File: config.mk
export PLATFORM = sky130hd
export DESIGN_NAME = sdram_lp_seq
export DESIGN_NICKNAME = d
export VERILOG_FILES = /design/src/rtl/sdram_lp_pkg.sv /design/src/rtl/lp_entry_arb.sv /design/src/rtl/lp_exit_timer.sv /design/src/rtl/lp_pin_drv.sv /design/src/rtl/sdram_lp_seq.sv
export SDC_FILE = /design/constraint.sdc
export NUM_CORES = 1
export LEC_CHECK = 0
export BUFFER_PORTS_ARGS = -buffer_cell sky130_fd_sc_hd__buf_2
export CAP_MARGIN = 20
export CORE_AREA = 3 3 40 42
export CTS_CLUSTER_SIZE = 10
export DETAILED_ROUTE_END_ITERATION = 16
export DIE_AREA = 0 0 43 45
export PLACE_DENSITY = 0.7
export SYNTH_ARGS = -nofsm -noshare
export SYNTH_HDL_FRONTEND = slang
export SYNTH_HIERARCHICAL = 1
export SYNTH_SLANG_ARGS = --single-unit
export TNS_END_PERCENT = 20
File: constraint.sdc
create_clock -name clk -period 1.9 [get_ports clk]
set_input_delay 0.38 -clock clk [delete_from_list [all_inputs] [get_ports clk]]
set_output_delay 0.38 -clock clk [all_outputs]
set_load 0.005 [all_outputs]
File: src/rtl/sdram_lp_pkg.sv
package sdram_lp_pkg;

  typedef enum logic [3:0] {
    ST_INIT,
    ST_RUN,
    ST_HOLD,
    ST_SR_ENT,
    ST_SR,
    ST_PD,
    ST_SUSP,
    ST_WAKE,
    ST_SRX
  } lp_state_e;

  typedef struct packed {
    logic cs_n;
    logic ras_n;
    logic cas_n;
    logic we_n;
  } sd_cmd_t;

  localparam sd_cmd_t CMD_NOP  = '{cs_n: 1'b0, ras_n: 1'b1, cas_n: 1'b1, we_n: 1'b1};
  localparam sd_cmd_t CMD_AREF = '{cs_n: 1'b0, ras_n: 1'b0, cas_n: 1'b0, we_n: 1'b1};

  // Length of the self-refresh exit window: never below two NOP cycles.
  function automatic int xsr_len(input int txsr);
    return (txsr < 2) ? 2 : txsr;
  endfunction

  function automatic logic is_nop(input sd_cmd_t c);
    return !c.cs_n && c.ras_n && c.cas_n && c.we_n;
  endfunction

  function automatic logic is_aref(input sd_cmd_t c);
    return !c.cs_n && !c.ras_n && !c.cas_n && c.we_n;
  endfunction

endpackage

File: src/rtl/lp_entry_arb.sv
module lp_entry_arb (
  input  logic req_pd,
  input  logic req_sr,
  input  logic req_susp,
  input  logic banks_idle,
  input  logic burst_busy,
  output logic any_req,
  output logic go_sr,
  output logic go_pd,
  output logic go_susp
);
  logic ok_sr, ok_pd, ok_susp;

  // Precondition per mode
  assign ok_sr   = req_sr   && banks_idle;
  assign ok_pd   = req_pd   && banks_idle;
  assign ok_susp = req_susp && burst_busy;

  // Fixed priority: self refresh, then power down, then clock suspend
  assign go_sr   = ok_sr;
  assign go_pd   = ok_pd && !ok_sr;
  assign go_susp = ok_susp && !ok_sr && !ok_pd;
  assign any_req = req_pd || req_sr || req_susp;
endmodule

File: src/rtl/lp_exit_timer.sv
module lp_exit_timer #(
  parameter int LEN = 2
) (
  input  logic clk,
  input  logic rst,
  input  logic load,
  input  logic run,
  output logic done
);
  localparam int CW = (LEN < 2) ? 1 : $clog2(LEN);
  localparam logic [CW-1:0] LOAD_VAL = CW'(LEN - 1);

  logic [CW-1:0] cnt_q;

  always_ff @(posedge clk) begin
    if (rst)
      cnt_q <= '0;
    else if (load)
      cnt_q <= LOAD_VAL;
    else if (run && cnt_q != '0)
      cnt_q <= cnt_q - 1'b1;
  end

  assign done = (cnt_q == '0);
endmodule

File: src/rtl/lp_pin_drv.sv
module lp_pin_drv
  import sdram_lp_pkg::*;
(
  input  lp_state_e st,
  output logic      cke,
  output sd_cmd_t   cmd,
  output logic      ready
);
  always_comb begin
    cke   = 1'b1;
    cmd   = CMD_NOP;
    ready = 1'b0;
    unique case (st)
      ST_RUN:                cke = 1'b1;
      ST_SR_ENT: begin
        cke = 1'b0;
        cmd = CMD_AREF;
      end
      ST_SR, ST_PD, ST_SUSP: cke = 1'b0;
      default:               cke = 1'b1;
    endcase
    ready = (st == ST_RUN);
  end
endmodule

File: src/rtl/sdram_lp_seq.sv
module sdram_lp_seq
  import sdram_lp_pkg::*;
#(
  parameter int TXSR = 5
) (
  input  logic clk,
  input  logic rst,
  input  logic req_pd,
  input  logic req_sr,
  input  logic req_susp,
  input  logic wake,
  input  logic banks_idle,
  input  logic burst_busy,
  output logic cke,
  output logic cs_n,
  output logic ras_n,
  output logic cas_n,
  output logic we_n,
  output logic ready
);
  localparam int XSR_LEN = xsr_len(TXSR);

  lp_state_e st_q, st_d;
  logic any_req, go_sr, go_pd, go_susp;
  logic tmr_load, tmr_done;
  sd_cmd_t cmd;

  // Named internal events
  logic accepting, entry_fire, sr_exiting, wake_seen;

  lp_entry_arb arb_i (
    .req_pd    (req_pd),
    .req_sr    (req_sr),
    .req_susp  (req_susp),
    .banks_idle(banks_idle),
    .burst_busy(burst_busy),
    .any_req   (any_req),
    .go_sr     (go_sr),
    .go_pd     (go_pd),
    .go_susp   (go_susp)
  );

  assign accepting  = (st_q == ST_RUN) || (st_q == ST_HOLD);
  assign entry_fire = accepting && (go_sr || go_pd || go_susp);
  assign sr_exiting = (st_q == ST_SRX);
  assign wake_seen  = wake && ((st_q == ST_SR) || (st_q == ST_PD) || (st_q == ST_SUSP));
  assign tmr_load   = wake && (st_q == ST_SR);

  lp_exit_timer #(.LEN(XSR_LEN)) tmr_i (
    .clk (clk),
    .rst (rst),
    .load(tmr_load),
    .run (sr_exiting),
    .done(tmr_done)
  );

  always_comb begin
    st_d = st_q;
    unique case (st_q)
      ST_INIT: st_d = ST_RUN;
      ST_RUN, ST_HOLD: begin
        if (go_sr)        st_d = ST_SR_ENT;
        else if (go_pd)   st_d = ST_PD;
        else if (go_susp) st_d = ST_SUSP;
        else if (any_req) st_d = ST_HOLD;
        else              st_d = ST_RUN;
      end
      ST_SR_ENT: st_d = ST_SR;
      ST_SR:     if (wake_seen) st_d = ST_SRX;
      ST_PD,
      ST_SUSP:   if (wake_seen) st_d = ST_WAKE;
      ST_WAKE:   st_d = ST_RUN;
      ST_SRX:    if (tmr_done) st_d = ST_RUN;
      default:   st_d = ST_INIT;
    endcase
  end

  always_ff @(posedge clk) begin
    if (rst) st_q <= ST_INIT;
    else     st_q <= st_d;
  end

  lp_pin_drv drv_i (
    .st   (st_q),
    .cke  (cke),
    .cmd  (cmd),
    .ready(ready)
  );

  assign cs_n  = cmd.cs_n;
  assign ras_n = cmd.ras_n;
  assign cas_n = cmd.cas_n;
  assign we_n  = cmd.we_n;
endmodule

==> results.yml, run 1 <==
detailed_routing:
  drt_pre_antenna_iters: 4
  num_vias: 560
  avgViaCountPerCell: 5.600
  drc: 0
  first_iter_violations: 22
  route.antenna.remaining_nets: 0
  detail_route.wl_per_cell_um: 11.62
  totalWireLength_mm: 1.162
die:
  start_util_pct: 48.30
  boundaryPins: 14
  fp.coreArea_um2: 1285
  die_area_um2: 1935
  die-width_um: 43
  floorplan.die.height_um: 45
  rows: 13
clock_tree:
  cts_buffer_depth: 2
  postCtsSetupRepairBufs: 0
  cts_hold_buf: 0
  clkLatencyLatePin_ps: 260
  htree_num_levels: 1
  clock_sink_count: 7
  num_cts_buffers: 3
  clockRootBuffer: "sky130_fd_sc_hd__clkbuf_4"
  cts-resized-gates: 0
  clk_transition_reported_paths_ps: 40
  tritoncts: "yes"
flow_run:
  maxCapViolCount: 0
placement:
  dpl.cell_count: 96
  place_congestion: 0.7841
  io_buffers: 11
  hpwl_um: 858.6
worst_hold_path:
  worst_hold_path_type: "input pin to flip-flop"
  worstHoldStart: "rst"
  worst_hold_path.endpoint: "tmr_i/cnt_q[0]$_SDFFE_PP0P_"
  worst_hold_path.num_cells: 2
logic_synthesis:
  synth-edff-count: 0
  netlist_instances: 77
  seq_area_frac_synth_pct: 22.58
  yosys_register_bits: 7
  postSynth.topFlopCell: "sky130_fd_sc_hd__dfxtp_1"
  synth.yosys.warnings: 6
  synth-async-reset-ratio_pct: 0
  postSynthNetCount: 87
  syn-cell-area_um2: 620.6
  yosysUniqueCellTypes: 42
  synth_area_per_cell_um2: 8.060
timing:
  layout_worst_path_cycle_share_pct: 88.48
  timing_max_transition_violations_final: 0
  fin_hold_ws_ps: 419.5
  finalSetupTns_ps: 0
  setup-violations-final: 0
  grt_setup_unrepaired: "no"
  fin_worst_skew_ps: 4.183
  fmaxAchievable_ghz: 0.5949
  final_hold_viol_count: 0
  period_needed_ps: 1681
setup_path:
  worstReg2RegEnd: "st_q[1]$_SDFFE_PP0P_"
  critical_path_peak_fanout: 5
  cp_cell_sequence: "inv_1 > ha_1 > nand2b_4 > inv_1 > or4b_4 > o211ai_2 > o311ai_1 > a21oi_1"
  regToRegStartpoint: "tmr_i/cnt_q[0]$_SDFFE_PP0P_"
  setup.worst_path.class: "flip-flop to flip-flop"
  critical-path-top-cell-by-count: "sky130_fd_sc_hd__inv_1"
  critPathArrivalTime_ps: 1870
  cpMaxStageDelayCell: "sky130_fd_sc_hd__or4b_4"
  worstPathRequired_ps: 2080
  timing.reg2reg.setup_slack_ps: 220
  cpPeakStageDelay_ps: 470
  timing.critical_path.to_type: "flip-flop"
  cp-start-kind: "flip-flop"
  r2r.worst_path.cells: 8
cells_and_area:
  num_antenna_cells: 0
  num-fill-cells: 120
  final_net_count: 96
  final_util_pct: 52.09
  stdcell_count: 100
  synthToLayoutAreaGrowth_pct: 7.863
  multiInputGateArea_um2: 417.9
  final-seq-area_um2: 140.1
  layout-drive-gt1-share_pct: 30.59
power:
  power-per-cell-area_nw_per_um2: 1047
  p_sw_share_pct: 40.06
  p_sw_uw: 280.7
  power.share.combinational_pct: 43.3
  p_leak_uw: 0.0002779
  clock_power_share_pct: 19.1
  internal_power_uw: 420.0
  ir_drop_mv: 0.6158
  power.sequential.fraction_pct: 37.5
global_route:
  grt_first_pass_wirelength_mm: 1.911
  vias_in_the_first_global_route: 468
  grt_antenna_before_repair: 0
  global_route_total_usage_across_every_layer_pct: 13.91
  global_route.overflow_total: 0
  grt_max_degree: 14
outcome:
  outcome: "finished, final reports clean"
-- synth_stat cells, types with 2 or more instances --
| cell | count | share of area [%] |
|---|---|---|
| sky130_fd_sc_hd__inv_1 | 3 | 1.8 |
| sky130_fd_sc_hd__nor2b_1 | 3 | 3.0 |
| sky130_fd_sc_hd__ha_1 | 2 | 4.0 |
| sky130_fd_sc_hd__a21oi_1 | 4 | 3.2 |
| sky130_fd_sc_hd__dfxtp_1 | 7 | 23 |
| sky130_fd_sc_hd__nand3_1 | 4 | 3.2 |
| sky130_fd_sc_hd__o21ai_0 | 2 | 1.6 |
| sky130_fd_sc_hd__nor4_1 | 2 | 2.0 |
| sky130_fd_sc_hd__buf_4 | 4 | 4.8 |
| sky130_fd_sc_hd__conb_1 | 2 | 1.2 |
| sky130_fd_sc_hd__nand2_1 | 2 | 1.2 |
| sky130_fd_sc_hd__nor2_1 | 10 | 6.0 |
| sky130_fd_sc_hd__and3_1 | 2 | 2.0 |
| sky130_fd_sc_hd__nor3_1 | 2 | 1.6 |
-- how the worst max path moves through the flow --
stage | start | to | slack, ps | cells after the start
final | tmr_i/cnt_q[0]$_SDFFE_PP0P_ | st_q[1]$_SDFFE_PP0P_ | 220 | 8
after global routing | tmr_i/cnt_q[0]$_SDFFE_PP0P_ | st_q[1]$_SDFFE_PP0P_ | 80 | 8
after CTS | tmr_i/cnt_q[0]$_SDFFE_PP0P_ | st_q[1]$_SDFFE_PP0P_ | 220 | 8
after detailed placement | tmr_i/cnt_q[0]$_SDFFE_PP0P_ | st_q[2]$_SDFFE_PP0P_ | 230 | 8
after global placement | tmr_i/cnt_q[0]$_SDFFE_PP0P_ | st_q[2]$_SDFFE_PP0P_ | 240 | 8
after floorplan | tmr_i/cnt_q[0]$_SDFFE_PP0P_ | st_q[2]$_SDFFE_PP0P_ | 330 | 8
-- per-stage QoR --
step                total power [µW]  setup WS, ps  area, µm²
CTS                            708.0         218.6      669.4
detailed placement             569.8         231.2      643.1
finish                         700.7         218.9      669.4
global route                   764.8         77.00      669.4
global placement               562.3         237.6      643.1
floorplan                      531.8         329.3      620.6
-- flip-flops by register name, indices dropped and copies added (netlist names) --
register,flops
st_q,4
tmr_i/cnt_q,3
-- layer usage --
| metal | wire, µm | up-vias | global-route usage, % |
|---|---|---|---|
| met5 | 0 | - | 0 |
| met4 | 40 | 0 | 11.45 |
| met3 | 96 | 5 | 5.976 |
| met2 | 497 | 23 | 18.26 |
| met1 | 528 | 241 | 17.35 |
| li1 | - | 291 | - |
-- power by group through the flow --
stage,clock network [µW],logic (µW),registers [µW]
floorplan,0,328,204
global placement,0,296,266
detailed placement,0,303,266
CTS,140,305,263
global route,157,333,274
finish,134,304,263
-- cell type report --
type                            instances  share of cell area [%]
Inverter                                3                   1.682
Timing Repair Buffer                   11                   8.224
Sequential cell                         7                   20.93
Tap cell                               15                   2.804
Multi-Input combinational cell         60                   62.43
Clock buffer                            4                   3.925
-- layout by cell type (no fill, tap or decap), types with 3 or more instances in the layout --
master | netlist | final
sky130_fd_sc_hd__nor2b_1 | 3 | 3
sky130_fd_sc_hd__dfxtp_1 | 7 | 7
sky130_fd_sc_hd__clkbuf_4 | 0 | 3
sky130_fd_sc_hd__inv_1 | 3 | 3
sky130_fd_sc_hd__nor2_1 | 10 | 10
sky130_fd_sc_hd__buf_2 | 1 | 11
sky130_fd_sc_hd__a21oi_1 | 4 | 4
sky130_fd_sc_hd__nand3_1 | 4 | 4
-- cells by family (layout without fill, tap and decap cells) --
kind of cell               after synthesis  after routing  share of synthesized area, %
and+or+nand+nor                         37             37                         37.91
AOI/OAI and AO/OA                       17             17                         21.17
buffers and inverters                   10             18                         10.08
muxes                                    1              1                         1.613
adders and majority gates                2              2                         4.032
other                                    2              2                         1.210
xor gates and xnor gates                 1              1                         1.412
DFF                                      7              7                         22.58
-- critical path: cells and delay by family, from the launching register on --
family                   cells  cell delay (ps)
AO/OA/AOI/OAI                3              350
buffers and inverters        2              200
flip-flops                   1              290
AND/OR/NAND/NOR              2              550
adder cells (fa/ha/maj)      1              230
Note: power is estimated with default switching activity, not from simulation.
==> inputs of run 2 (changes only) <==
--- a/config.mk
+++ b/config.mk
@@ -8,9 +8,11 @@
 export BUFFER_PORTS_ARGS = -buffer_cell sky130_fd_sc_hd__buf_2
 export CAP_MARGIN = 20
 export CORE_AREA = 3 3 40 42
+export CTS_BUF_LIST = sky130_fd_sc_hd__clkbuf_16
 export CTS_CLUSTER_SIZE = 10
 export DETAILED_ROUTE_END_ITERATION = 16
 export DIE_AREA = 0 0 43 45
+export MAX_ROUTING_LAYER = met4
 export PLACE_DENSITY = 0.7
 export SYNTH_ARGS = -nofsm -noshare
 export SYNTH_HDL_FRONTEND = slang
==> constraint.sdc (replaced) <==
create_clock -name clk -period 1.6 [get_ports clk]
set_input_delay 0.32 -clock clk [delete_from_list [all_inputs] [get_ports clk]]
set_output_delay 0.32 -clock clk [all_outputs]
set_load 0.005 [all_outputs]
==> run 2 against run 1 <==
Effect of this change:
- combinational power is 45% higher
- design area rose by 17%
- worst setup slack worse by 190 ps
- global-route usage grew 4.6 points
- critical path type unchanged
- largest cell class unchanged
==> results.yml, run 2 (synthesized netlist as in run 1, its figures left out) <==
clock_tree:
  clock_sink_count: 7
  clockRootBuffer: "sky130_fd_sc_hd__clkbuf_16"
  htree_num_levels: 1
  cts_buffer_depth: 2
  cts_hold_buf: 0
  tritoncts: "yes"
  clkLatencyLatePin_ps: 230
  num_cts_buffers: 3
  clk_transition_reported_paths_ps: 40
cells_and_area:
  synthToLayoutAreaGrowth_pct: 26.01
  layout-drive-gt1-share_pct: 39.56
  final_util_pct: 60.86
  registers.top_by_ff_count: "st_q"
  largest_reg_flops: 4
  final_net_count: 102
  most-common-layout-cells: "sky130_fd_sc_hd__buf_2 (11), sky130_fd_sc_hd__nor2_1 (10), sky130_fd_sc_hd__dfxtp_1 (7)"
  layout_top_registers: "st_q (4), tmr_i/cnt_q (3)"
  final_common_cell: "sky130_fd_sc_hd__buf_2"
  num_antenna_cells: 0
flow_run:
  maxCapViolCount: 0
detailed_routing:
  route.met3.wl_um: 118
  num_vias: 639
  detail_route.wl_per_cell_um: 14.67
  detailroute.wirelength.met2_um: 738
  avgViaCountPerCell: 6.028
  totalWireLength_mm: 1.555
  route.antenna.remaining_nets: 0
  top_layer_used: "met4"
  wl_met1_um: 659
  first_iter_violations: 23
  drc: 0
  drt_pre_antenna_iters: 4
setup_path:
  worstPathRequired_ps: 1750
  startpoint: "tmr_i/cnt_q[1]$_SDFFE_PP0P_"
  timing.critical_path.to_type: "flip-flop"
  critPathArrivalTime_ps: 1720
  critical_path_peak_fanout: 2
  setup.worst_path.class: "flip-flop to flip-flop"
  cp-start-kind: "flip-flop"
  regToRegStartpoint: "tmr_i/cnt_q[1]$_SDFFE_PP0P_"
timing:
  fin_hold_ws_ps: 388.3
  setup-violations-final: 0
  period_needed_ps: 1571
  finalSetupTns_ps: 0
  fin_worst_skew_ps: 0.9848
  fmaxAchievable_ghz: 0.6367
  layout_worst_path_cycle_share_pct: 98.17
  grt_setup_unrepaired: "yes"
  final_hold_viol_count: 0
  setup_slack_ps: 29.36
  timing_max_transition_violations_final: 0
global_route:
  global_route_total_usage_across_every_layer_pct: 18.50
  vias_in_the_first_global_route: 557
  grt_max_degree: 14
  global_route.overflow_total: 0
  grt_antenna_before_repair: 0
  grt_first_pass_wirelength_mm: 2.470
placement:
  detailedPlace.worstSlack_ps: -2.228
  hpwl_um: 970.6
  io_buffers: 11
  place_congestion: 0.8125
die:
  die-width_um: 43
  boundaryPins: 14
  floorplan.die.height_um: 45
  start_util_pct: 48.30
  die_area_um2: 1935
  fp.coreArea_um2: 1285
  rows: 13
power:
  ir_drop_mv: 0.8477
  power-per-cell-area_nw_per_um2: 1500
  p_leak_uw: 0.0003369
  fin_total_pwr_uw: 1173
worst_hold_path:
  worstHoldStart: "rst"
  worst_hold_path_type: "input pin to flip-flop"
outcome:
  outcome: "finished, final reports clean"
-- run 2: final cells by class --
type	instances	area [µm²]
clock buffer	3	75.07
clock inverter	1	3.754
fill	104	503.0
inverter	3	11.26
multi-input combinational	60	432.9
sequential	7	140.1
tap	15	18.77
timing repair buffer	17	100.1
-- run 2: path summary, 6_finish.rpt --
| check | endpoint | slack (ps) | cells past startpoint |
|---|---|---|---|
| min reg2reg | tmr_i/cnt_q[1]$_SDFFE_PP0P_ | 610 | 2 |
| max reg2reg | st_q[2]$_SDFFE_PP0P_ | 30 | 8 |
| max | st_q[2]$_SDFFE_PP0P_ | 30 | 8 |
| min | st_q[1]$_SDFFE_PP0P_ | 390 | 2 |
-- run 2: repair_timing --
action                     in CTS  in global routing
setup endpoints to repair       1                  3
buffers inserted                0                  0
hold endpoints to repair        0                  0
resized for setup               4                  1
-- run 2: power breakdown --
part           switching (µW)  leakage (µW)  internal, µW
combinational             210      0.000238           230
sequential               94.5     0.0000570           210
clock                     103     0.0000423           326
total                     407      0.000337           766
-- run 2: metal layers --
layer,track usage (%),vias up
li1,-,302
met1,20.19,290
met2,29.34,43
met3,3.586,4
met4,15.06,0
met5,-,-
-- run 2: critical path, cell delays in order, from the launching register on --
cell                       delay [ps]
sky130_fd_sc_hd__dfxtp_1          310
sky130_fd_sc_hd__inv_2             80
sky130_fd_sc_hd__ha_4             140
sky130_fd_sc_hd__nand2b_4          50
sky130_fd_sc_hd__inv_1             60
sky130_fd_sc_hd__or4b_4           460
sky130_fd_sc_hd__o211ai_2         100
sky130_fd_sc_hd__nand3_2           90
sky130_fd_sc_hd__o31ai_2          180
-- run 2: metrics by stage --
stage                     instance area (µm²)  std cells
after floorplan                         620.6         77
after global placement                  688.2        102
after detailed placement                688.2        102
after CTS                               779.5        106
after global routing                    782.0        106
final                                   782.0        106
